`config.mk`:
```
export PLATFORM = sky130hd
export DESIGN_NAME = sea_accum_timer
export DESIGN_NICKNAME = d
export VERILOG_FILES = /design/src/rtl/sea_pkg.sv /design/src/rtl/sea_window.sv /design/src/rtl/sea_mask.sv /design/src/rtl/sea_ctrl.sv /design/src/rtl/sea_accum_timer.sv
export SDC_FILE = /design/constraint.sdc
export NUM_CORES = 1
export LEC_CHECK = 0
export ABC_AREA = 1
export BUFFER_PORTS_ARGS = -buffer_cell sky130_fd_sc_hd__buf_4
export CAP_MARGIN = 20
export CORE_ASPECT_RATIO = 0.6
export CORE_MARGIN = 5
export CORE_UTILIZATION = 55
export DETAILED_ROUTE_END_ITERATION = 7
export PLACE_DENSITY = 0.79
export SYNTH_ARGS = -nofsm -noshare
export SYNTH_HDL_FRONTEND = slang
export SYNTH_SLANG_ARGS = --single-unit
```
`constraint.sdc`:
```
create_clock -name clk -period 1.85 [get_ports clk]
set_input_delay 0.37 -clock clk [delete_from_list [all_inputs] [get_ports clk]]
set_output_delay 0.37 -clock clk [all_outputs]
set_load 0.1 [all_outputs]
```
`src/rtl/sea_pkg.sv`:
```
package sea_pkg;
  typedef enum logic [1:0] {
    ST_IDLE    = 2'd0,
    ST_COLLECT = 2'd1,
    ST_ERASE   = 2'd2
  } sea_state_e;
endpackage

```
`src/rtl/sea_window.sv`:
```
// Restartable down-counter for the sector acceptance window.
module sea_window #(
  parameter int WIN_CYC = 5000
) (
  input  logic clk,
  input  logic rst,
  input  logic load,
  input  logic run,
  output logic expired
);
  localparam int CW = (WIN_CYC > 1) ? $clog2(WIN_CYC) : 1;
  localparam logic [CW-1:0] RELOAD = CW'(WIN_CYC - 1);

  logic [CW-1:0] cnt_q;

  always_ff @(posedge clk) begin
    if (rst) begin
      cnt_q <= '0;
    end else if (load) begin
      cnt_q <= RELOAD;
    end else if (run && cnt_q != '0) begin
      cnt_q <= cnt_q - 1'b1;
    end
  end

  assign expired = run && (cnt_q == '0);
endmodule

```
`src/rtl/sea_mask.sv`:
```
// Sector selection register: OR-in one bit, fill all, or clear.
module sea_mask #(
  parameter int NSEC = 16,
  parameter int IDXW = 4
) (
  input  logic            clk,
  input  logic            rst,
  input  logic            set_one,
  input  logic [IDXW-1:0] idx,
  input  logic            set_all,
  input  logic            clr,
  output logic [NSEC-1:0] mask
);
  for (genvar i = 0; i < NSEC; i++) begin : g_bit
    logic hit;
    assign hit = set_all || (set_one && (idx == IDXW'(i)));
    always_ff @(posedge clk) begin
      if (rst || clr) begin
        mask[i] <= 1'b0;
      end else if (hit) begin
        mask[i] <= 1'b1;
      end
    end
  end
endmodule

```
`src/rtl/sea_ctrl.sv`:
```
// Collection / erase state machine.
module sea_ctrl
  import sea_pkg::*;
(
  input  logic clk,
  input  logic rst,
  input  logic sec_cmd,
  input  logic chip_cmd,
  input  logic susp_cmd,
  input  logic resume_cmd,
  input  logic erase_done,
  input  logic expired,
  output logic win_load,
  output logic win_run,
  output logic m_set_one,
  output logic m_set_all,
  output logic m_clr,
  output logic busy,
  output logic timer_bit,
  output logic erase_go,
  output logic suspended
);
  sea_state_e state_q, state_d;
  logic go_q, go_d;
  logic susp_q, susp_d;

  always_comb begin
    state_d   = state_q;
    go_d      = 1'b0;
    susp_d    = susp_q;
    win_load  = 1'b0;
    m_set_one = 1'b0;
    m_set_all = 1'b0;
    m_clr     = 1'b0;
    unique case (state_q)
      ST_IDLE: begin
        if (chip_cmd) begin
          state_d   = ST_ERASE;
          m_set_all = 1'b1;
          go_d      = 1'b1;
        end else if (sec_cmd) begin
          state_d   = ST_COLLECT;
          m_set_one = 1'b1;
          win_load  = 1'b1;
        end
      end
      ST_COLLECT: begin
        if (chip_cmd) begin
          state_d   = ST_ERASE;
          m_set_all = 1'b1;
          go_d      = 1'b1;
        end else if (expired) begin
          state_d = ST_ERASE;
          go_d    = 1'b1;
        end else if (sec_cmd) begin
          m_set_one = 1'b1;
          win_load  = 1'b1;
        end
      end
      ST_ERASE: begin
        if (susp_q) begin
          if (resume_cmd) susp_d = 1'b0;
        end else if (erase_done) begin
          state_d = ST_IDLE;
          m_clr   = 1'b1;
        end else if (susp_cmd) begin
          susp_d = 1'b1;
        end
      end
      default: state_d = ST_IDLE;
    endcase
  end

  always_ff @(posedge clk) begin
    if (rst) begin
      state_q <= ST_IDLE;
      go_q    <= 1'b0;
      susp_q  <= 1'b0;
    end else begin
      state_q <= state_d;
      go_q    <= go_d;
      susp_q  <= susp_d;
    end
  end

  assign win_run   = (state_q == ST_COLLECT);
  assign busy      = (state_q != ST_IDLE);
  assign timer_bit = (state_q == ST_ERASE);
  assign erase_go  = go_q;
  assign suspended = susp_q;
endmodule

```
`src/rtl/sea_accum_timer.sv`:
```
// Top: sector erase collection window with chip-erase bypass.
module sea_accum_timer #(
  parameter int NSEC    = 16,
  parameter int WIN_CYC = 5000,
  localparam int IDXW   = (NSEC > 1) ? $clog2(NSEC) : 1
) (
  input  logic            clk,
  input  logic            rst,
  input  logic            sec_cmd,
  input  logic [IDXW-1:0] sec_idx,
  input  logic            chip_cmd,
  input  logic            susp_cmd,
  input  logic            resume_cmd,
  input  logic            erase_done,
  output logic [NSEC-1:0] sel_mask,
  output logic            timer_bit,
  output logic            erase_go,
  output logic            busy,
  output logic            suspended
);
  logic win_load, win_run, expired;
  logic m_set_one, m_set_all, m_clr;

  sea_window #(.WIN_CYC(WIN_CYC)) u_win (
    .clk(clk), .rst(rst), .load(win_load), .run(win_run), .expired(expired)
  );

  sea_mask #(.NSEC(NSEC), .IDXW(IDXW)) u_mask (
    .clk(clk), .rst(rst), .set_one(m_set_one), .idx(sec_idx),
    .set_all(m_set_all), .clr(m_clr), .mask(sel_mask)
  );

  sea_ctrl u_ctrl (
    .clk(clk), .rst(rst), .sec_cmd(sec_cmd), .chip_cmd(chip_cmd),
    .susp_cmd(susp_cmd), .resume_cmd(resume_cmd), .erase_done(erase_done),
    .expired(expired), .win_load(win_load), .win_run(win_run),
    .m_set_one(m_set_one), .m_set_all(m_set_all), .m_clr(m_clr),
    .busy(busy), .timer_bit(timer_bit), .erase_go(erase_go),
    .suspended(suspended)
  );
endmodule

```
# Word level (Yosys, flattened, before mapping)
# Cells that the tools add are included.
dict set report word_totals {
  regBits 33
  input_bits 11
  output_inout_bits 20
  word_cells 113
}
dict set report classes {
  add_sub_neg 1
  eq_ne 21
  muxes 26
  n_reduce_logical 44
}
# cell n
set op_table {}
lappend op_table {{equality test 4 bit, second input constant} 8}
lappend op_table {{two-way mux 13 bit} 2}
lappend op_table {{logical AND 1 bit} 18}
lappend op_table {{logical OR 1 bit} 17}
lappend op_table {{equality test 4 x 3 -> 1 bit, second input constant} 4}
lappend op_table {{two-way mux 1 bit} 15}
lappend op_table {{zero test 13 bit} 1}
lappend op_table {{nonzero test 13 bit} 1}
lappend op_table {{subtractor 13 x 1 -> 13 bit, second input constant} 1}
lappend op_table {{two-way mux 2 bit} 6}
lappend op_table {{equality test 4 x 2 -> 1 bit, second input constant} 2}
lappend op_table {{inequality test 3 bit, second input constant} 2}
lappend op_table {{one-hot mux 2 bit (3 select lines)} 1}
lappend op_table {{equality test 4 x 1 -> 1 bit, second input constant} 1}
lappend op_table {{zero test 4 bit} 1}
lappend op_table {{inequality test 2 bit, second input constant} 2}
lappend op_table {{one-hot mux 1 bit (2 select lines)} 2}
lappend op_table {{AND reduction 4 bit} 1}
lappend op_table {{nonzero test 2 bit} 2}
lappend op_table {{OR reduction 2 bit} 2}
lappend op_table {{equality test 2 x 1 -> 1 bit, second input constant} 1}
lappend op_table {{equality test 2 bit, second input constant} 1}
lappend op_table {{zero test 2 bit} 1}

# Longest topological paths before layout
# Gate-level depths: netlist of run 1.
dict set report logic_depth {
  depth_word 7
  mapped_depth 11
  ltp_nobuf 10
}

# Hierarchy
# From an unflattened synthesis of run 1, not the netlist that was laid out.
dict set report unflattened {
  hier_cells 280
  hier_area_um2 1848.0
}
# module n_inst cells_per_inst area_each_um2 seq_area_each_um2
set modules_own_cells {}
lappend modules_own_cells {sea_window 1 150 917.1 260.2}
lappend modules_own_cells {sea_mask 1 93 701.9 320.3}
lappend modules_own_cells {sea_ctrl 1 37 229.0 80.1}

# Least setup slack after synthesis of run 1
# OpenSTA, ideal clock, no wires.
dict set report synth_path {
  path_type {register to register}
  from {reg u_ctrl.state_q[1]}
  to {reg u_mask.mask[0]}
  arrival_time_ns 1.909
  required_ns 1.731
  path_slack_ns -0.178
  path_stages_with_launch 7
  n_path_buf 1
  period_less_slack_ns 2.028
  cell_sequence {dfxtp_1 inv_2 nor2_2 a31oi_2 clkinv_1 buf_4 a21oi_1}
}
dict set report synth_via {
  elab_cells_between_ends 13
  classes_between {2 x eq/ne; 5 x mux; 6 x reduce/logical}
}
# element line
set synth_lines {}
lappend synth_lines {{start, declared} sea_ctrl.sv:23} ;# sea_state_e state_q, state_d;
lappend synth_lines {{start signal, assigned} sea_ctrl.sv:80} ;# state_q <= state_d;
lappend synth_lines {{equality test 2 bit} -}
lappend synth_lines {{net timer_bit} sea_accum_timer.sv:16} ;# output logic timer_bit,
lappend synth_lines {{two-way mux 1 bit} sea_ctrl.sv:35} ;# unique case (state_q)
lappend synth_lines {{logical OR 1 bit} sea_mask.sv:18} ;# if (rst || clr) begin
lappend synth_lines {{end signal, assigned by index} sea_mask.sv:19} ;# mask[i] <= 1'b0;
lappend synth_lines {{end signal, assigned by index} sea_mask.sv:21} ;# mask[i] <= 1'b1;
lappend synth_lines {{end, declared} sea_mask.sv:12} ;# output logic [NSEC-1:0] mask
# The timed path passes the listed nets, and every way through them passes these cells.
# A chain may end at the register's enable or synchronous reset.

# Final worst setup path of run 1
dict set report layout_path {
  from {reg u_ctrl.state_q[1]}
  to {out timer_bit}
}
dict set report layout_via {
  elab_chain_cells 1
}
# element line
set layout_lines {}
lappend layout_lines {{equality test 2 bit} sea_ctrl.sv:88} ;# assign timer_bit = (state_q == ST_ERASE);
lappend layout_lines {{end, declared} sea_accum_timer.sv:16}
# Every way passes these cells.

==> flow_metrics.tcl, run 1 <==
set metrics [dict create \
    synth_edf_count 0 \
    timing.final.crit_share_pct 90.2 \
    layout_setup_ws_ps 182 \
    vias 1630 \
    cts_buffers 5 \
    synth_area_per_cell_um2 7.05 \
    final_net_count 299 \
    fp.dieW_um 83.4 \
    hold_viol 0 \
    drt_iter0_markers 171 \
    gp_congestion 0.923 \
    synth_top_flop_cell "dfxtp_1" \
    async_flop_share_pct 0 \
    antenna_cells 0 \
    post-cts-setup-buffer-count 0 \
    yosysSeqAreaShare_pct 37.2 \
    multi_input_comb_area_um2 920 \
    drc 0 \
    cp_slowest_stage_delay_ps 480 \
    end_kind "output port" \
    grt_pass1_vias 1582 \
    status "complete, no violations" \
    maxSlewHeadroom_pct 72.8 \
    p_leak_nw 1.06 \
    grt_max_degree 17 \
    cp.required_ps 1480 \
    worst_slew_pin_slew_ps 406 \
    fin_skew_ps 5.01 \
    die_h_um 54.0 \
    place_ws_ps 204 \
    finalSetupTns_ps 0 \
    n_fill_cell 275 \
    start_util_pct 55.8 \
    synthTopCellsByArea "dfxtp_1 (37%), nand2_1 (9.5%), nor2_1 (9.1%), inv_1 (7.2%), nand3_1 (6.8%)" \
    rr_startpoint "u_win.cnt_q[0]" \
    power_density_mw_per_mm2 1070 \
    r2r_cells 10 \
    peakVddDrop_v 0.000632 \
    min_period_ps 1670 \
    ys_warn_count 0 \
    core_mm2 0.00318 \
    htreeDepth 2 \
    yosysTopAreaCell "dfxtp_1" \
    io_pins 31 \
    syn_nets 265 \
    grtUsageTotal_pct 20.1 \
    synth_cell_types 32 \
    hold_depth 2 \
    crit_family "flip-flops" \
    crit_chain "inv_2 -> nor2_4 -> buf_4" \
    holdWs_ps 284 \
    worstPathArrival_ps 1300 \
    path_buf_inv 2 \
    grt_pass1_wl_mm 7.11 \
    seq_area_um2 661 \
    finalPower_mw 2.31 \
    hold_class "in2reg" \
    drtAntennaViolNets 0 \
    clk_pin_slew_ps 60 \
    clock-sinks 33 \
    wl_per_cell_um 12.2 \
    row_count 16 \
    worstPathMaxFanout 5 \
    critPathKind "reg2out" \
    netlist_area_mm2 0.00178 \
    vias_per_cell 4.91 \
    clk_path_buf_depth 2 \
    firstDrtPassIters 4 \
    max_freq_ghz 0.600 \
    synth_top_area_share_pct 37.2 \
    syn_to_final_growth_pct 21.5 \
    port_buffers 30 \
    synth_cells 252 \
    cp-start-kind "register" \
    clock_latency_ps 280 \
    dieArea_mm2 0.00450 \
    crit_slowest_cell "dfxtp_1" \
    grt_remaining_overflow 0 \
    hp-start "resume_cmd" \
    ctsRootBufferMaster "clkbuf_8" \
    antenna_found_initial 0 \
    dpl.hpwl_mm 3.05 \
    drive_gt1_share_pct 23.7 \
    rsz0062_at_grt "no" \
    cp.depth 3 \
    drv_slew 0 \
    setup_violations 0 \
    maxCapViolCount 0 \
    wl_mm 4.05 \
    cts_tree "yes" \
    startpoint "u_ctrl.state_q[1]" \
    synth-seq-cells 33 \
]
-- synth_stat cells, types with 3 or more instances --
| cell type | instances |
|---|---|
| inv_1 | 34 |
| nor2_2 | 5 |
| nand4_1 | 3 |
| dfxtp_1 | 33 |
| nor2_4 | 5 |
| a21oi_1 | 17 |
| inv_2 | 5 |
| o21ai_0 | 3 |
| a21oi_2 | 5 |
| nand3_1 | 24 |
| o21ai_1 | 4 |
| buf_4 | 4 |
| nand2_1 | 45 |
| nor2_1 | 43 |
-- state kept, by name, indices dropped and copies added, names as in the netlist --
signal	count
u_mask.mask	16
u_win.cnt_q	13
u_ctrl.state_q	2
u_ctrl.erase_go	1
u_ctrl.suspended	1
-- final cells by class --
cell class / instances / area share (%)
Clock buffer: 7 / 4.00
Clock inverter: 1 / 1.39
Inverter: 41 / 7.36
Multi-Input combinational cell: 172 / 42.6
Sequential cell: 33 / 30.6
Tap cell: 45 / 2.61
Timing Repair Buffer: 33 / 11.5
-- worst paths after layout --
check	slack [ps]	to
worst max-delay path	180	timer_bit
worst min-delay path	280	u_ctrl.suspended
worst max register to register	220	u_win.cnt_q[3]
worst min register to register	510	u_mask.mask[2]
-- power breakdown --
group          internal, mW  leakage (nW)  total, mW  switching [mW]
Sequential            0.771         0.272      0.824          0.0524
Combinational         0.207         0.729      0.789           0.582
Clock                 0.439        0.0585      0.696           0.257
Total                  1.42          1.06       2.31           0.892
-- through the flow --
step	std cells	util [%]	instance area [µm²]
6_report	332	67.8	2160
5_1_grt	332	67.8	2160
4_1_cts	332	67.8	2160
3_5_place_dp	324	64.1	2040
3_3_place_gp	324	64.1	2040
2_1_floorplan	252	-	1780
-- repair_timing --
action	in CTS	in global routing
endpoints found under the setup margin	0	2
hold buffers	0	0
gates resized for setup	0	1
-- cells by family (layout without fill, tap and decap cells) --
logic type      Yosys count  count (layout)  share of synthesized area (%)
compound gates           35              35                           12.0
buf+inv                  47              82                           11.5
simple gates            131             131                           36.0
xor+xnor                  4               4                           1.97
flops                    33              33                           37.2
fa+ha+maj                 2               2                           1.41
-- routing by layer --
| metal | share of wire, % | GRT usage (%) | up-vias |
|---|---|---|---|
| li1 | - | - | 857 |
| met5 | 0 | 0 | - |
| met4 | 0.72 | 6.25 | 0 |
| met2 | 40 | 30.7 | 52 |
| met3 | 8.2 | 6.88 | 5 |
| met1 | 51 | 26.9 | 716 |
-- placed cells by master (no fill, tap or decap), drive strengths merged, types with 3 or more instances in the layout --
cell,n
nand2,48
a21oi,22
nor2,54
inv,40
a31oi,3
nand3,25
dfxtp,33
nand4,3
buf,33
clkbuf,7
o21ai,7
(Power assumes the default switching activity.)
==> inputs of run 2 (changes only) <==
--- a/config.mk
+++ b/config.mk
@@ -10,9 +10,11 @@
 export CAP_MARGIN = 20
 export CORE_ASPECT_RATIO = 0.6
 export CORE_MARGIN = 5
-export CORE_UTILIZATION = 55
+export CORE_UTILIZATION = 49
+export CTS_BUF_LIST = sky130_fd_sc_hd__clkbuf_4 sky130_fd_sc_hd__clkbuf_8 sky130_fd_sc_hd__clkbuf_16
 export DETAILED_ROUTE_END_ITERATION = 7
-export PLACE_DENSITY = 0.79
+export GPL_ROUTABILITY_DRIVEN = 0
+export PLACE_DENSITY = 0.71
 export SYNTH_ARGS = -nofsm -noshare
 export SYNTH_HDL_FRONTEND = slang
 export SYNTH_SLANG_ARGS = --single-unit
==> flow_metrics.tcl, run 2 (synthesis results as in run 1) <==
set metrics [dict create \
    status "complete, no violations" \
    placed_cell_area_mm2 0.00205 \
    row_count 16 \
    max_freq_ghz 0.594 \
    grt_pass1_vias 1462 \
    timing.final.crit_share_pct 90.9 \
    hp-start "resume_cmd" \
    end_kind "output port" \
    htreeDepth 2 \
    die_h_um 56.6 \
    crit_chain "inv_2 -> nor2_4 -> buf_4" \
    layout_common_cells "nand2_1 (44), nor2_1 (43), inv_1 (34), buf_4 (34), dfxtp_1 (33)" \
    vias_per_cell 4.92 \
    critPathKind "reg2out" \
    startpoint "u_ctrl.state_q[1]" \
    firstDrtPassIters 4 \
    worstPathArrival_ps 1310 \
    wl_mm 4.02 \
    vias 1637 \
    antenna_found_initial 0 \
    regMostFlops "u_mask.mask" \
    clock-sinks 33 \
    hold_class "in2reg" \
    crit_slowest_cell "dfxtp_1" \
    maxSlewHeadroom_pct 73.6 \
    drt_iter0_markers 115 \
    cts_tree "yes" \
    peakVddDrop_v 0.000527 \
    grt_pass1_wl_mm 6.78 \
    setup_violations 0 \
    stdcell_count 333 \
    cts_buffers 5 \
    dpl.hpwl_mm 3.08 \
    cp.required_ps 1480 \
    n_fill_cell 309 \
    p_leak_nw 1.07 \
    largest_reg_flops 16 \
    r2r_cells 10 \
    path_buf_inv 2 \
    hold_end "u_ctrl.suspended" \
    cp_slowest_stage_delay_ps 490 \
    drive_gt1_share_pct 24.3 \
    power_density_mw_per_mm2 1070 \
    rr_startpoint "u_win.cnt_q[0]" \
    final_area_mm2 0.00217 \
    io_pins 31 \
    maxCapViolCount 0 \
    cts-resized-gates 0 \
    finalPower_mw 2.33 \
    clock_latency_ps 280 \
    drc 0 \
    post-cts-setup-buffer-count 0 \
    multi_input_comb_area_um2 920 \
    cp.depth 3 \
    clk_path_buf_depth 2 \
    ctsRootBufferMaster "clkbuf_8" \
    reg.largest.list "u_mask.mask: 16 flops, u_win.cnt_q: 13 flops, u_ctrl.state_q: 2 flops" \
    grt_max_degree 17 \
    r2r_slack_ps 260 \
    final_net_count 300 \
    r2r-end "u_win.cnt_q[11]" \
    dpl.cell_count 325 \
    worstPathMaxFanout 5 \
    fin_skew_ps 4.02 \
    seq_area_um2 661 \
    clk_pin_slew_ps 60 \
    finalSetupTns_ps 0 \
    dieArea_mm2 0.00497 \
    start_util_pct 52.8 \
    crit_family "flip-flops" \
    hold_depth 2 \
    hold_viol 0 \
    port_buffers 30 \
    drv_slew 0 \
    core_mm2 0.00336 \
    fp.dieW_um 87.7 \
    cts_hold_buf 0 \
    grtUsageTotal_pct 17.4 \
    min_period_ps 1680 \
    grt_remaining_overflow 0 \
    final_common_cell "nand2_1" \
    rsz0062_at_grt "no" \
    drtAntennaViolNets 0 \
    syn_to_final_growth_pct 22.2 \
    wl_per_cell_um 12.1 \
    worst_slew_pin_slew_ps 393 \
    antenna_cells 0 \
    cp-start-kind "register" \
]
run 2: how the worst max path moves through the flow:
stage / to / slack (ps)
floorplan: u_mask.mask[0] / 40
global placement: u_win.cnt_q[2] / 270
detailed placement: u_win.cnt_q[2] / 200
CTS: timer_bit / 170
global route: u_win.cnt_q[7] / 70
finish: timer_bit / 170
run 2: worst reg2reg max path, delay by kind of cell, from the launching register on:
family | cells | cell delay (ps)
buf+inv | 3 | 310
compound gates | 1 | 90
fa+ha+maj | 1 | 190
flops | 1 | 340
simple gates | 5 | 610
run 2: area by class of cell:
class	count	area share [%]
multi-input cells	172	42.4
flip-flops and latches	33	30.4
repair buffers	34	11.8
inverters	41	7.32
clock buffers	7	4.15
well taps	45	2.59
clock inverters	1	1.38
run 2: metal layers:
metal | routed length (µm) | track usage (%)
met1 | 2140 | 27.4
met2 | 1510 | 22.1
met3 | 333 | 5.26
met4 | 39 | 4.16
met5 | 0 | 0
run 2: where the power goes:
| group | internal (mW) | switching [mW] |
|---|---|---|
| Clock | 0.454 | 0.261 |
| Combinational | 0.210 | 0.587 |
| Sequential | 0.771 | 0.0502 |
| Total | 1.43 | 0.898 |
run 2: per-stage QoR:
step	hold WS [ps]	utilization [%]	worst slack, ps
after CTS	282	64.5	169
after floorplan	481	-	44.8
final	285	64.5	168
after detailed placement	501	60.9	202
after global routing	291	64.5	71.5
after global placement	500	60.9	270
